==> src/rtl/spi_cmd_pkg.sv <==
package spi_cmd_pkg;
  localparam logic [7:0] A_CTRL_OPC = 8'h00;
  localparam logic [7:0] A_CTRL_B2  = 8'h02;
  localparam logic [7:0] A_CTRL_B3  = 8'h03;
  localparam logic [7:0] A_CSSEL    = 8'h1D;
  localparam logic [7:0] A_ALT_OPC  = 8'h45;
  localparam logic [7:0] A_ALT_TRIG = 8'h47;
  localparam logic [7:0] A_TXCNT    = 8'h48;
  localparam logic [7:0] A_RXCNT    = 8'h4B;
  localparam logic [7:0] A_ALT_STAT = 8'h4F;
  localparam logic [7:0] A_FIFO     = 8'h80;

  localparam int EXEC_BIT     = 0;  // word bit 16
  localparam int CLR_BIT      = 4;  // word bit 20
  localparam int ALT_TRIG_BIT = 7;
  localparam int BUSY_BIT     = 7;  // word bit 31

  localparam int NUM_CS = 4;
  localparam int CS_W   = 2;

  typedef enum logic [1:0] {ST_IDLE, ST_LEAD, ST_SHIFT, ST_TRAIL} seq_st_e;
  typedef enum logic [1:0] {PH_OP, PH_TX, PH_RX} phase_e;
endpackage

==> src/rtl/spi_cmd_regs.sv <==
module spi_cmd_regs
  import spi_cmd_pkg::*;
#(
  parameter int DEPTH   = 64,
  parameter int IDX_W   = 6,
  parameter bit ALT_MAP = 1'b0
) (
  input  logic             clk_i,
  input  logic             rst_ni,
  input  logic             wr_en_i,
  input  logic [7:0]       addr_i,
  input  logic [7:0]       wdata_i,
  input  logic             busy_i,
  input  logic             seq_we_i,
  input  logic [IDX_W-1:0] seq_idx_i,
  input  logic [7:0]       seq_wdata_i,
  output logic [7:0]       rdata_o,
  output logic             start_o,
  output logic             clr_o,
  output logic [7:0]       opcode_o,
  output logic [7:0]       tx_cnt_o,
  output logic [7:0]       rx_cnt_o,
  output logic [CS_W-1:0]  cs_sel_o,
  output logic [7:0]       seq_rdata_o
);
  localparam logic [7:0] OPC_A  = ALT_MAP ? A_ALT_OPC  : A_CTRL_OPC;
  localparam logic [7:0] TRIG_A = ALT_MAP ? A_ALT_TRIG : A_CTRL_B2;
  localparam int         TRIG_B = ALT_MAP ? ALT_TRIG_BIT : EXEC_BIT;
  localparam logic [7:0] STAT_A = ALT_MAP ? A_ALT_STAT : A_CTRL_B3;
  localparam logic [8:0] FIFO_END = {1'b0, A_FIFO} + 9'(DEPTH);

  logic [7:0] opcode_q, tx_q, rx_q, cs_q;
  logic [7:0] fifo_q [DEPTH];
  logic       bus_ok, fifo_hit;
  logic [IDX_W-1:0] bus_idx;

  assign bus_ok   = wr_en_i && !busy_i;
  assign fifo_hit = (addr_i >= A_FIFO) && ({1'b0, addr_i} < FIFO_END);
  assign bus_idx  = addr_i[IDX_W-1:0];

  always_ff @(posedge clk_i or negedge rst_ni) begin
    if (!rst_ni) begin
      opcode_q <= '0;
      tx_q     <= '0;
      rx_q     <= '0;
      cs_q     <= '0;
      for (int i = 0; i < DEPTH; i++) fifo_q[i] <= '0;
    end else begin
      if (bus_ok) begin
        if (addr_i == OPC_A)   opcode_q <= wdata_i;
        if (addr_i == A_TXCNT) tx_q     <= wdata_i;
        if (addr_i == A_RXCNT) rx_q     <= wdata_i;
        if (addr_i == A_CSSEL) cs_q     <= wdata_i;
        if (fifo_hit)          fifo_q[bus_idx] <= wdata_i;
      end
      if (seq_we_i) fifo_q[seq_idx_i] <= seq_wdata_i;
    end
  end

  assign start_o = bus_ok && (addr_i == TRIG_A) && wdata_i[TRIG_B];
  assign clr_o   = bus_ok && (addr_i == A_CTRL_B2) && wdata_i[CLR_BIT];

  always_comb begin
    rdata_o = '0;
    if (addr_i == OPC_A)        rdata_o = opcode_q;
    else if (addr_i == STAT_A)  rdata_o = {busy_i, 7'b0};
    else if (addr_i == A_TXCNT) rdata_o = tx_q;
    else if (addr_i == A_RXCNT) rdata_o = rx_q;
    else if (addr_i == A_CSSEL) rdata_o = cs_q;
    else if (fifo_hit)          rdata_o = fifo_q[bus_idx];
  end

  assign opcode_o    = opcode_q;
  assign tx_cnt_o    = tx_q;
  assign rx_cnt_o    = rx_q;
  assign cs_sel_o    = cs_q[CS_W-1:0];
  assign seq_rdata_o = fifo_q[seq_idx_i];


  trig_busy_chk: assert property (@(posedge clk_i) disable iff (!rst_ni)
    start_o |=> busy_i);

  opc_hold_chk: assert property (@(posedge clk_i) disable iff (!rst_ni)
    (busy_i && $past(busy_i)) |-> $stable(opcode_q));

  cnt_hold_chk: assert property (@(posedge clk_i) disable iff (!rst_ni)
    (busy_i && $past(busy_i)) |-> ($stable(tx_q) && $stable(rx_q) && $stable(cs_q)));
endmodule

==> src/rtl/spi_cmd_seq.sv <==
module spi_cmd_seq
  import spi_cmd_pkg::*;
#(
  parameter int HALF_DIV = 2,
  parameter int IDX_W    = 6
) (
  input  logic             clk_i,
  input  logic             rst_ni,
  input  logic             start_i,
  input  logic             clr_i,
  input  logic [7:0]       opcode_i,
  input  logic [7:0]       tx_cnt_i,
  input  logic [7:0]       rx_cnt_i,
  input  logic [7:0]       fifo_rdata_i,
  input  logic             miso_i,
  output logic [IDX_W-1:0] fifo_idx_o,
  output logic             fifo_we_o,
  output logic [7:0]       fifo_wdata_o,
  output logic             busy_o,
  output logic             sclk_o,
  output logic             mosi_o
);
  localparam int PER    = 2 * HALF_DIV;
  localparam int DIV_W  = $clog2(HALF_DIV + 1);
  localparam int WAIT_W = $clog2(PER + 1);

  seq_st_e          state_q;
  phase_e           phase_q;
  logic [7:0]       sh_q, rx_sh_q, rem_tx_q, rem_rx_q;
  logic [2:0]       bit_q;
  logic [DIV_W-1:0] div_q;
  logic [WAIT_W-1:0] wait_q;
  logic [IDX_W-1:0] ptr_q;
  logic             sclk_q;
  logic             half_end, wait_end;

  assign half_end = (div_q == DIV_W'(HALF_DIV - 1));
  assign wait_end = (wait_q == WAIT_W'(PER - 1));

  always_ff @(posedge clk_i or negedge rst_ni) begin
    if (!rst_ni) begin
      state_q  <= ST_IDLE;
      phase_q  <= PH_OP;
      sh_q     <= '0;
      rx_sh_q  <= '0;
      rem_tx_q <= '0;
      rem_rx_q <= '0;
      bit_q    <= '0;
      div_q    <= '0;
      wait_q   <= '0;
      ptr_q    <= '0;
      sclk_q   <= 1'b0;
    end else begin
      unique case (state_q)
        ST_IDLE: begin
          if (clr_i) ptr_q <= '0;
          if (start_i) begin
            state_q  <= ST_LEAD;
            sh_q     <= opcode_i;
            rem_tx_q <= tx_cnt_i;
            rem_rx_q <= rx_cnt_i;
            ptr_q    <= '0;
            phase_q  <= PH_OP;
            wait_q   <= '0;
          end
        end
        ST_LEAD: begin
          if (wait_end) begin
            state_q <= ST_SHIFT;
            div_q   <= '0;
            bit_q   <= 3'd7;
            sclk_q  <= 1'b0;
          end else begin
            wait_q <= wait_q + 1'b1;
          end
        end
        ST_SHIFT: begin
          if (!half_end) begin
            div_q <= div_q + 1'b1;
          end else begin
            div_q <= '0;
            if (!sclk_q) begin
              sclk_q  <= 1'b1;
              rx_sh_q <= {rx_sh_q[6:0], miso_i};
            end else begin
              sclk_q <= 1'b0;
              if (bit_q != 3'd0) begin
                bit_q <= bit_q - 1'b1;
                sh_q  <= {sh_q[6:0], 1'b0};
              end else begin
                bit_q <= 3'd7;
                if (phase_q != PH_RX && rem_tx_q != 8'd0) begin
                  phase_q  <= PH_TX;
                  sh_q     <= fifo_rdata_i;
                  ptr_q    <= ptr_q + 1'b1;
                  rem_tx_q <= rem_tx_q - 1'b1;
                end else if (rem_rx_q != 8'd0) begin
                  phase_q  <= PH_RX;
                  rem_rx_q <= rem_rx_q - 1'b1;
                  if (phase_q == PH_RX) ptr_q <= ptr_q + 1'b1;
                end else begin
                  state_q <= ST_TRAIL;
                  wait_q  <= '0;
                  if (phase_q == PH_RX) ptr_q <= ptr_q + 1'b1;
                end
              end
            end
          end
        end
        ST_TRAIL: begin
          if (wait_end) state_q <= ST_IDLE;
          else          wait_q  <= wait_q + 1'b1;
        end
        default: state_q <= ST_IDLE;
      endcase
    end
  end

  assign fifo_idx_o   = ptr_q;
  assign fifo_we_o    = (state_q == ST_SHIFT) && half_end && sclk_q &&
                        (bit_q == 3'd0) && (phase_q == PH_RX);
  assign fifo_wdata_o = rx_sh_q;
  assign busy_o       = (state_q != ST_IDLE);
  assign sclk_o       = sclk_q;
  assign mosi_o       = (state_q == ST_SHIFT) && (phase_q != PH_RX) && sh_q[7];


  sclk_busy_chk: assert property (@(posedge clk_i) disable iff (!rst_ni)
    sclk_o |-> busy_o);

  start_ptr_chk: assert property (@(posedge clk_i) disable iff (!rst_ni)
    (start_i && !busy_o) |=> (fifo_idx_o == '0));
endmodule

==> src/rtl/spi_cs_dec.sv <==
module spi_cs_dec
  import spi_cmd_pkg::*;
(
  input  logic            en_i,
  input  logic [CS_W-1:0] sel_i,
  output logic [NUM_CS-1:0] cs_n_o
);
  for (genvar g = 0; g < NUM_CS; g++) begin : g_cs
    assign cs_n_o[g] = !(en_i && (sel_i == CS_W'(g)));
  end
endmodule

==> src/rtl/spi_cmd_engine.sv <==
module spi_cmd_engine
  import spi_cmd_pkg::*;
#(
  parameter int HALF_DIV   = 2,
  parameter int FIFO_DEPTH = 64,
  parameter bit ALT_MAP    = 1'b0
) (
  input  logic       clk_i,
  input  logic       rst_ni,
  input  logic       wr_en_i,
  input  logic [7:0] addr_i,
  input  logic [7:0] wdata_i,
  output logic [7:0] rdata_o,
  output logic       sclk_o,
  output logic       mosi_o,
  input  logic       miso_i,
  output logic [3:0] cs_n_o
);
  localparam int IDX_W = $clog2(FIFO_DEPTH);

  logic             start, clr, busy, seq_we;
  logic [7:0]       opcode, tx_cnt, rx_cnt, seq_wdata, seq_rdata;
  logic [IDX_W-1:0] seq_idx;
  logic [CS_W-1:0]  cs_sel;

  spi_cmd_regs #(.DEPTH(FIFO_DEPTH), .IDX_W(IDX_W), .ALT_MAP(ALT_MAP)) u_regs (
    .clk_i, .rst_ni, .wr_en_i, .addr_i, .wdata_i,
    .busy_i(busy), .seq_we_i(seq_we), .seq_idx_i(seq_idx), .seq_wdata_i(seq_wdata),
    .rdata_o, .start_o(start), .clr_o(clr), .opcode_o(opcode),
    .tx_cnt_o(tx_cnt), .rx_cnt_o(rx_cnt), .cs_sel_o(cs_sel), .seq_rdata_o(seq_rdata)
  );

  spi_cmd_seq #(.HALF_DIV(HALF_DIV), .IDX_W(IDX_W)) u_seq (
    .clk_i, .rst_ni, .start_i(start), .clr_i(clr), .opcode_i(opcode),
    .tx_cnt_i(tx_cnt), .rx_cnt_i(rx_cnt), .fifo_rdata_i(seq_rdata), .miso_i,
    .fifo_idx_o(seq_idx), .fifo_we_o(seq_we), .fifo_wdata_o(seq_wdata),
    .busy_o(busy), .sclk_o, .mosi_o
  );

  spi_cs_dec u_cs (.en_i(busy), .sel_i(cs_sel), .cs_n_o);


  cs_idle_chk: assert property (@(posedge clk_i) disable iff (!rst_ni)
    !busy |-> (cs_n_o == 4'hF));

  cs_onehot_chk: assert property (@(posedge clk_i) disable iff (!rst_ni)
    $onehot0(~cs_n_o));

  rx_wr_busy_chk: assert property (@(posedge clk_i) disable iff (!rst_ni)
    seq_we |-> busy);
endmodule

==> config.mk <==
export PLATFORM = sky130hd
export DESIGN_NAME = spi_cmd_engine
export DESIGN_NICKNAME = d
export VERILOG_FILES = /design/src/rtl/spi_cmd_pkg.sv /design/src/rtl/spi_cmd_regs.sv /design/src/rtl/spi_cmd_seq.sv /design/src/rtl/spi_cs_dec.sv /design/src/rtl/spi_cmd_engine.sv
export SDC_FILE = /design/constraint.sdc
export NUM_CORES = 2
export LEC_CHECK = 0
export BUFFER_PORTS_ARGS = -buffer_cell sky130_fd_sc_hd__buf_2
export CAP_MARGIN = 20
export CORE_AREA = 2 2 294 325
export DETAILED_ROUTE_END_ITERATION = 7
export DIE_AREA = 0 0 296 327
export GPL_TIMING_DRIVEN = 0
export PLACE_DENSITY = 0.55
export SLEW_MARGIN = 20
export SYNTH_ARGS = -nofsm -noshare
export SYNTH_HDL_FRONTEND = slang
export SYNTH_HIERARCHICAL = 1
export SYNTH_SLANG_ARGS = --single-unit
==> constraint.sdc <==
create_clock -name clk_i -period 3.66 [get_ports clk_i]
set_clock_uncertainty 0.2 [all_clocks]
set_input_delay 0 -clock clk_i [delete_from_list [all_inputs] [get_ports clk_i]]
set_output_delay 0 -clock clk_i [all_outputs]
set_load 0.02 [all_outputs]
Word level (Yosys, flattened, before mapping)
Cells that the tools add are included.
W data, S select, Z words.

storage, ports and cells
  word-level logic and storage cells = 256
  register bits after elaboration = 595
  input bits = 20
  output and inout bits = 14

cells by class
  bitwise gates (word level) = 3
  equality and inequality tests = 30
  add/sub/neg operators = 6
  $lt $le $gt $ge = 6
  reduce and logical (&&, ||, !) cells = 49
  mux-type cells = 83

operator list
  cell                   number
  $mux W512              3
  $bwmux W512            2
  $mux W8                28
  $bmux W8 S6            2
  $demux W8 S6           2
  $pmux W8 S2            3
  $mux W6                7
  $mux W3                11
  $mux W2                15
  $logic_and A1 B1 Y1    18
  $reduce_and A6 Y1      3
  $eq A8 B2 Y1 const B   2
  $eq A8 B7 Y1 const B   2
  $reduce_bool A8 Y1     2
  $sub A8 B1 Y8 const B  2
  $ge A7 B7 Y1 const B   2
  $lt A7 B1 Y1 const B   2
  $not A6 Y7             2
  $reduce_and A7 Y1      2
  $ne A2 B1 Y1 const B   6
  $ne A2 B2 Y1 const B   6
  $pmux W6 S2            1
  $eq A2 B2 Y1 const B   5
  $reduce_and A2 Y1      5
  29 further kinds       44

Depth between registers and ports, before layout
  word-level depth = 10
  mapped depth = 14
  depth with buffers taken out = 11

By module
Netlist, hierarchy kept.

modules (own cells, without submodules)
  module        cells each  area each (um2)  seq. area each (um2)  times used
  spi_cmd_regs  3212        33912.5          13613.1               1
  spi_cmd_seq   341         3109.2           1276.2                1
  spi_cs_dec    4           28.8             0.0                   1

Least setup slack after synthesis
No wires, ideal clock.

  kind = register -> register
  start = reg u_seq.state_q[0]
  end = reg u_regs/fifo_q[494] (netlist name)
  path buffers = 5
  cell stages (with the launch flop) = 15
  required time = 3.323 ns
  library setup time = 0.137 ns
  period minus slack after synthesis = 3.401 ns
  setup slack = 0.259 ns
  arrival = 3.064 ns
  cells stage by stage = dfrtp_1 > inv_1 > ha_1 > buf_2 > inv_1 > clkbuf_1 > clkbuf_1 > nor4_1 > nor2b_1 > nand3b_1 > or2_2 > clkbuf_1 > clkbuf_1 > nor2_1 > a21oi_1

on the way
  word-level cells in the longest chain between the ends = 6
  elaborated cells between the ends (all ways) = 11
  those cells by class = 1 x eq/ne; 3 x mux; 7 x reduce/logical

RTL lines
  what                              RTL line              source
  start, declared                   spi_cmd_seq.sv:27     seq_st_e state_q;
  start signal, assigned            spi_cmd_seq.sv:42     state_q <= ST_IDLE;
  start signal, assigned            spi_cmd_seq.sv:58     state_q <= ST_LEAD;
  start signal, assigned            spi_cmd_seq.sv:69     state_q <= ST_SHIFT;
  $eq A2 B2 Y1                      spi_cmd_seq.sv:120    assign fifo_we_o = (state_q == ST_SHIFT) && half_end && sclk_q &&
  $logic_and A1 B1 Y1 (3 in a row)  spi_cmd_seq.sv:120
  $logic_and A1 B1 Y1               spi_cmd_seq.sv:121    (bit_q == 3'd0) && (phase_q == PH_RX);
  named net seq_we                  spi_cmd_engine.sv:21  logic start, clr, busy, seq_we;
  $mux W512                         spi_cmd_regs.sv:56    if (seq_we_i) fifo_q[seq_idx_i] <= seq_wdata_i;
  end signal, assigned by index     spi_cmd_regs.sv:54    if (fifo_hit) fifo_q[bus_idx] <= wdata_i;
  end signal, assigned by index     spi_cmd_regs.sv:56
  end, declared                     spi_cmd_regs.sv:33    logic [7:0] fifo_q [DEPTH];

The timed path passes the listed nets, and every way through them passes these cells.
A chain may end at the register's enable or synchronous reset.

Worst setup path in the final report
  start = in addr_i[2]
  end = out rdata_o[5]

on the way
  word-level cells in the longest chain between the ends = 10
  elaborated cells between the ends (all ways) = 18
  those cells by class = 2 x order compare; 4 x eq/ne; 9 x mux; 1 x bitwise; 2 x reduce/logical

RTL lines
  what                                        RTL line              source
  start, declared                             spi_cmd_engine.sv:11  input logic [7:0] addr_i,
  $not A6 Y7 (implied by the code)            spi_cmd_regs.sv:70    else if (fifo_hit) rdata_o = fifo_q[bus_idx];
  $bmux W8 S6                                 spi_cmd_regs.sv:70
  $mux W8 (implied by the code) (2 in a row)  spi_cmd_regs.sv:70
  $mux W8                                     spi_cmd_regs.sv:70
  $mux W8                                     spi_cmd_regs.sv:69    else if (addr_i == A_CSSEL) rdata_o = cs_q;
  $mux W8                                     spi_cmd_regs.sv:68    else if (addr_i == A_RXCNT) rdata_o = rx_q;
  $mux W8                                     spi_cmd_regs.sv:67    else if (addr_i == A_TXCNT) rdata_o = tx_q;
  $mux W8                                     spi_cmd_regs.sv:66    else if (addr_i == STAT_A) rdata_o = {busy_i, 7'b0};
  $mux W8 (*)                                 spi_cmd_regs.sv:65    if (addr_i == OPC_A) rdata_o = opcode_q;
  end, declared                               spi_cmd_engine.sv:13  output logic [7:0] rdata_o,

Every way passes the cells marked *; elsewhere a longest branch is shown, timed or not. The select of a mux whose other input is x is not followed.

==> results.rst <==
.. list-table::
   :header-rows: 1

   * - Metric
     - Value
   * - Most common library cells after synthesis
     - sky130_fd_sc_hd__dfrtp_1 (595), sky130_fd_sc_hd__mux2i_1 (575), sky130_fd_sc_hd__nand2_1 (441), sky130_fd_sc_hd__o21ai_0 (312), sky130_fd_sc_hd__nor2_1 (302)
   * - Total design power
     - 0.0193 W
   * - Synth unique cells
     - 86
   * - Final Net Count
     - 3768
   * - Post-route worst setup slack
     - -0.129 ns
   * - Routability congestion estimate from global placement
     - about 1.0
   * - Number of storage elements in the synthesis netlist
     - 595
   * - Count of endpoints failing setup in the final report
     - 11
   * - Number of endpoints with negative hold slack in the final report
     - 0
   * - Post-detailed-route wirelength per cell
     - between 30 and 40 um
   * - Share of the core filled with cells
     - 46.0%
   * - Multi-input gate area in the final layout
     - 21300 um2
   * - FILL cells
     - 8980
   * - Worst vdd ir
     - 0.437 mV
   * - Antenna violations before repair
     - 8
   * - Violated checks
     - setup timing
   * - Sequential element share of the synthesized area
     - 40.2%
   * - Fraction of post-synthesis cell area in the top cell type by area
     - 40.2%
   * - Dominant cell type by area after synthesis
     - sky130_fd_sc_hd__dfrtp_1
   * - Combined area of all synthesized cells
     - 37100 um2
   * - Clock-pin slew on the worst setup and hold paths
     - 0.06 ns
   * - Dpl hpwl
     - 139000 um
   * - Cell types occupying the most area after synthesis
     - sky130_fd_sc_hd__dfrtp_1 (40%), sky130_fd_sc_hd__mux2i_1 (16%), sky130_fd_sc_hd__mux4_2 (15%)
   * - Num ports
     - 34
   * - Family with the most delay on the worst path
     - buffers and inverters
   * - Critical Path, Cell by Cell
     - buf_2 > buf_2 > nor2b_1 > buf_1 > clkbuf_1 > a22oi_1 > nand2_1 > a22oi_1 > a21oi_1 > a211o_1 > buf_2
   * - Pin count of the biggest net entering global routing
     - between 90 and 100
   * - Setup tns final
     - -0.808 ns
   * - Power per Cell Area
     - 449 nW/um2
   * - Via count of the first global-routing pass
     - 32014
   * - Clock latency reported for the late side of the worst-skew pair
     - between 0.6 and 0.7 ns
   * - CTS tree
     - built
   * - Area of the placeable core
     - 93600 um2
   * - Die outline width
     - around 300 um
   * - Most frequent cell after synthesis
     - sky130_fd_sc_hd__dfrtp_1
   * - Number of routed nets with antenna violations
     - 0
   * - Die Y
     - 327 um
   * - Worst path max stage delay
     - 0.87 ns
   * - # rows
     - 118
   * - Port buffer count
     - 25
   * - Critical Path Source Type
     - input pin
   * - Worst hold path startpoint
     - addr_i[1]
   * - Worst path bufs/invs
     - 5
   * - DRC violations left
     - 0
   * - Fin crit share
     - 104%
   * - Avg Vias per Cell
     - 6.65
   * - Iteration-0 DRC count of the detailed router
     - 5051
   * - Total Routing Usage GR
     - 39.4%
   * - Startpoint of the worst setup timing path
     - addr_i[2]
   * - Transition at the pin with the smallest max-transition slack
     - 1.31 ns
   * - Maxcap violations
     - 0
   * - Status
     - finished with violations
   * - Share of post-route cells with drive strength above 1
     - 21.5%
   * - CP Max Fanout
     - 10
   * - Root buffer cell
     - sky130_fd_sc_hd__clkbuf_16
   * - Htree depth
     - 3
   * - Master of the slowest instance on the critical path
     - sky130_fd_sc_hd__clkbuf_1
   * - Area used by sequential logic in the layout
     - 14900 um2
   * - Number of buffers created by CTS
     - 73
   * - Prevailing post-synth register cell
     - sky130_fd_sc_hd__dfrtp_1
   * - Die Footprint
     - 96800 um2
   * - Async SR Flop Fraction
     - 100%
   * - Beginning of the worst register-to-register path
     - u_seq/fifo_idx_o[2]
   * - Total congestion overflow
     - 0
   * - Most frequent cell on the critical path
     - sky130_fd_sc_hd__buf_2
   * - Clock Path Buffers
     - 3
   * - Critical path data required time
     - between 3 and 4 ns
   * - Type of the worst setup path
     - input pin to output pin
   * - Synthesis-to-finish area growth
     - 16.2%
   * - Total routed wirelength
     - 191000 um
   * - Critical Path End Type
     - output pin
   * - Number of sinks on the clock net
     - 595
   * - Relative slew margins
     - roughly an eighth
   * - Gate count after technology mapping
     - 3557
   * - CP Data Arrival Time
     - ~3.6 ns
   * - Number of max-slew violations in the final report
     - 0
   * - Count of warnings emitted by yosys
     - 6
   * - Number of detailed-route iterations in the first pass
     - 7
   * - Final critical delay including setup and external delays
     - 3.79 ns
   * - Number of enable-type register cells in the synthesized netlist
     - 0
   * - Worst min-delay path class
     - input pin to register
   * - Total leakage power
     - 16.4 nW
   * - Synthesized area per cell
     - around 10 um2
   * - Max frequency
     - 264 MHz
   * - Wire length of the first global-routing pass
     - 263000 um
   * - Routed via count
     - roughly 34000
   * - Initial core utilization
     - 39.6%
   * - Post-Synthesis Net Count
     - 3590
==> flip-flops by register name (all words and copies together), names as in the netlist <==
name,cells
u_regs/fifo_q,512
u_regs/tx_cnt_o,8
u_seq/state_q,2
u_regs/cs_q,8
u_seq/div_q,2
u_seq/fifo_wdata_o,8
u_seq/fifo_idx_o,6
u_seq/sclk_o,1
u_regs/rx_cnt_o,8
u_seq/phase_q,2
u_seq/wait_q,3
u_seq/sh_q,8
u_regs/opcode_o,8
u_seq/rem_rx_q,8
u_seq/rem_tx_q,8
u_seq/bit_q,3
==> tightest hold or removal path, stage by stage <==
cell and delay (ns):
sky130_fd_sc_hd__buf_2 0.15, sky130_fd_sc_hd__nand2b_1 0.24, sky130_fd_sc_hd__nor3_1 0.19, sky130_fd_sc_hd__a22oi_1 0.19, sky130_fd_sc_hd__a21oi_1 0.08
==> cells by family after synthesis <==
family / Yosys count / share of synthesized area (%)
fa+ha+maj: 13 / 0.439
mux: 863 / 31.9
simple gates: 954 / 11.6
compound gates: 794 / 12.2
flops: 595 / 40.2
buf+inv: 338 / 3.70
==> what timing repair did <==
action / CTS / global route
pin swaps: 13 / 13
gates resized for setup: 227 / 92
buffers inserted: 17 / 25
endpoints found under the hold margin: 449 / 0
endpoints found under the setup margin: 528 / 537
hold buffers: 17 / 0
==> worst paths after layout <==
| kind | slack (ns) | endpoint | cells past startpoint |
|---|---|---|---|
| setup reg to reg | -0.04 | u_seq/sh_q[7] | 11 |
| hold / removal | 0.05 | u_regs/fifo_q[500] | 5 |
| setup / recovery | -0.13 | rdata_o[5] | 11 |
| hold reg to reg | 0.29 | u_seq/sh_q[3] | 2 |
| min in group asynchronous | 0.23 | u_regs/fifo_q[315] | 4 |
| max in group asynchronous | 0.97 | u_regs/fifo_q[77] | 8 |
==> placed cells by master (no fill, tap or decap), types with 13 or more instances in the layout <==
master	Yosys	final
sky130_fd_sc_hd__mux2i_2	0	19
sky130_fd_sc_hd__mux2_2	32	32
sky130_fd_sc_hd__clkbuf_8	0	13
sky130_fd_sc_hd__dfrtp_1	595	594
sky130_fd_sc_hd__nor2b_1	15	14
sky130_fd_sc_hd__nand2_2	9	15
sky130_fd_sc_hd__buf_8	0	15
sky130_fd_sc_hd__nor3_1	21	19
sky130_fd_sc_hd__clkbuf_4	0	25
sky130_fd_sc_hd__nand3_1	29	26
sky130_fd_sc_hd__buf_2	66	82
sky130_fd_sc_hd__nor2_2	9	13
sky130_fd_sc_hd__inv_1	18	16
sky130_fd_sc_hd__nand2_1	441	433
sky130_fd_sc_hd__a22oi_1	88	88
sky130_fd_sc_hd__o21ai_1	22	22
sky130_fd_sc_hd__nor2_1	302	262
sky130_fd_sc_hd__mux4_2	247	247
sky130_fd_sc_hd__a21oi_1	256	256
sky130_fd_sc_hd__a32oi_1	20	20
sky130_fd_sc_hd__mux2i_1	575	554
sky130_fd_sc_hd__clkbuf_2	0	61
sky130_fd_sc_hd__buf_6	1	15
sky130_fd_sc_hd__o21ai_0	312	312
sky130_fd_sc_hd__clkbuf_1	219	145
sky130_fd_sc_hd__nor2_4	14	50
sky130_fd_sc_hd__clkbuf_16	0	78
sky130_fd_sc_hd__o22ai_1	40	40
sky130_fd_sc_hd__dlygate4sd3_1	0	16
sky130_fd_sc_hd__buf_4	3	50
==> report_power, final <==
| group | internal (W) | switching, W | total, W |
|---|---|---|---|
| Sequential | 0.00703 | 0.000494 | 0.00753 |
| Combinational | 0.00123 | 0.00328 | 0.00451 |
| Clock | 0.00426 | 0.00305 | 0.00730 |
| Total | 0.0125 | 0.00682 | 0.0193 |
==> per-stage QoR <==
| step | instances | hold slack, ns | worst slack, ns | area, um2 |
|---|---|---|---|---|
| 2_1_floorplan | 3557 | -0.496 | 0.259 | 37100 |
| 3_3_place_gp | 4842 | 0.0537 | -11.19 | 38800 |
| 3_5_place_dp | 4864 | -0.326 | -1.58 | 39300 |
| 4_1_cts | 5022 | 0.0258 | -0.124 | 42600 |
| 5_1_grt | 5045 | 0.0826 | -0.0467 | 43000 |
| 6_report | 5050 | 0.0462 | -0.129 | 43000 |
==> area by class of cell <==
type	count	area share [%]
antenna	5	0.0291
buffer	316	3.92
clock buffer	111	5.10
clock inverter	14	0.305
inverter	19	0.174
multi-input combinational	2624	49.6
sequential	595	34.6
tap	1260	3.66
timing repair buffer	106	2.65
==> per-layer routing <==
layer  part of all wire [%]  up-vias  global-route usage, %
met5                  0.036        -                      0
met3                     12      664                   12.0
met1                     37    17086                   50.3
met4                    8.6       12                   27.8
met2                     43     2342                   57.0
li1                       -    13480                      -
(Power assumes the default switching activity.)
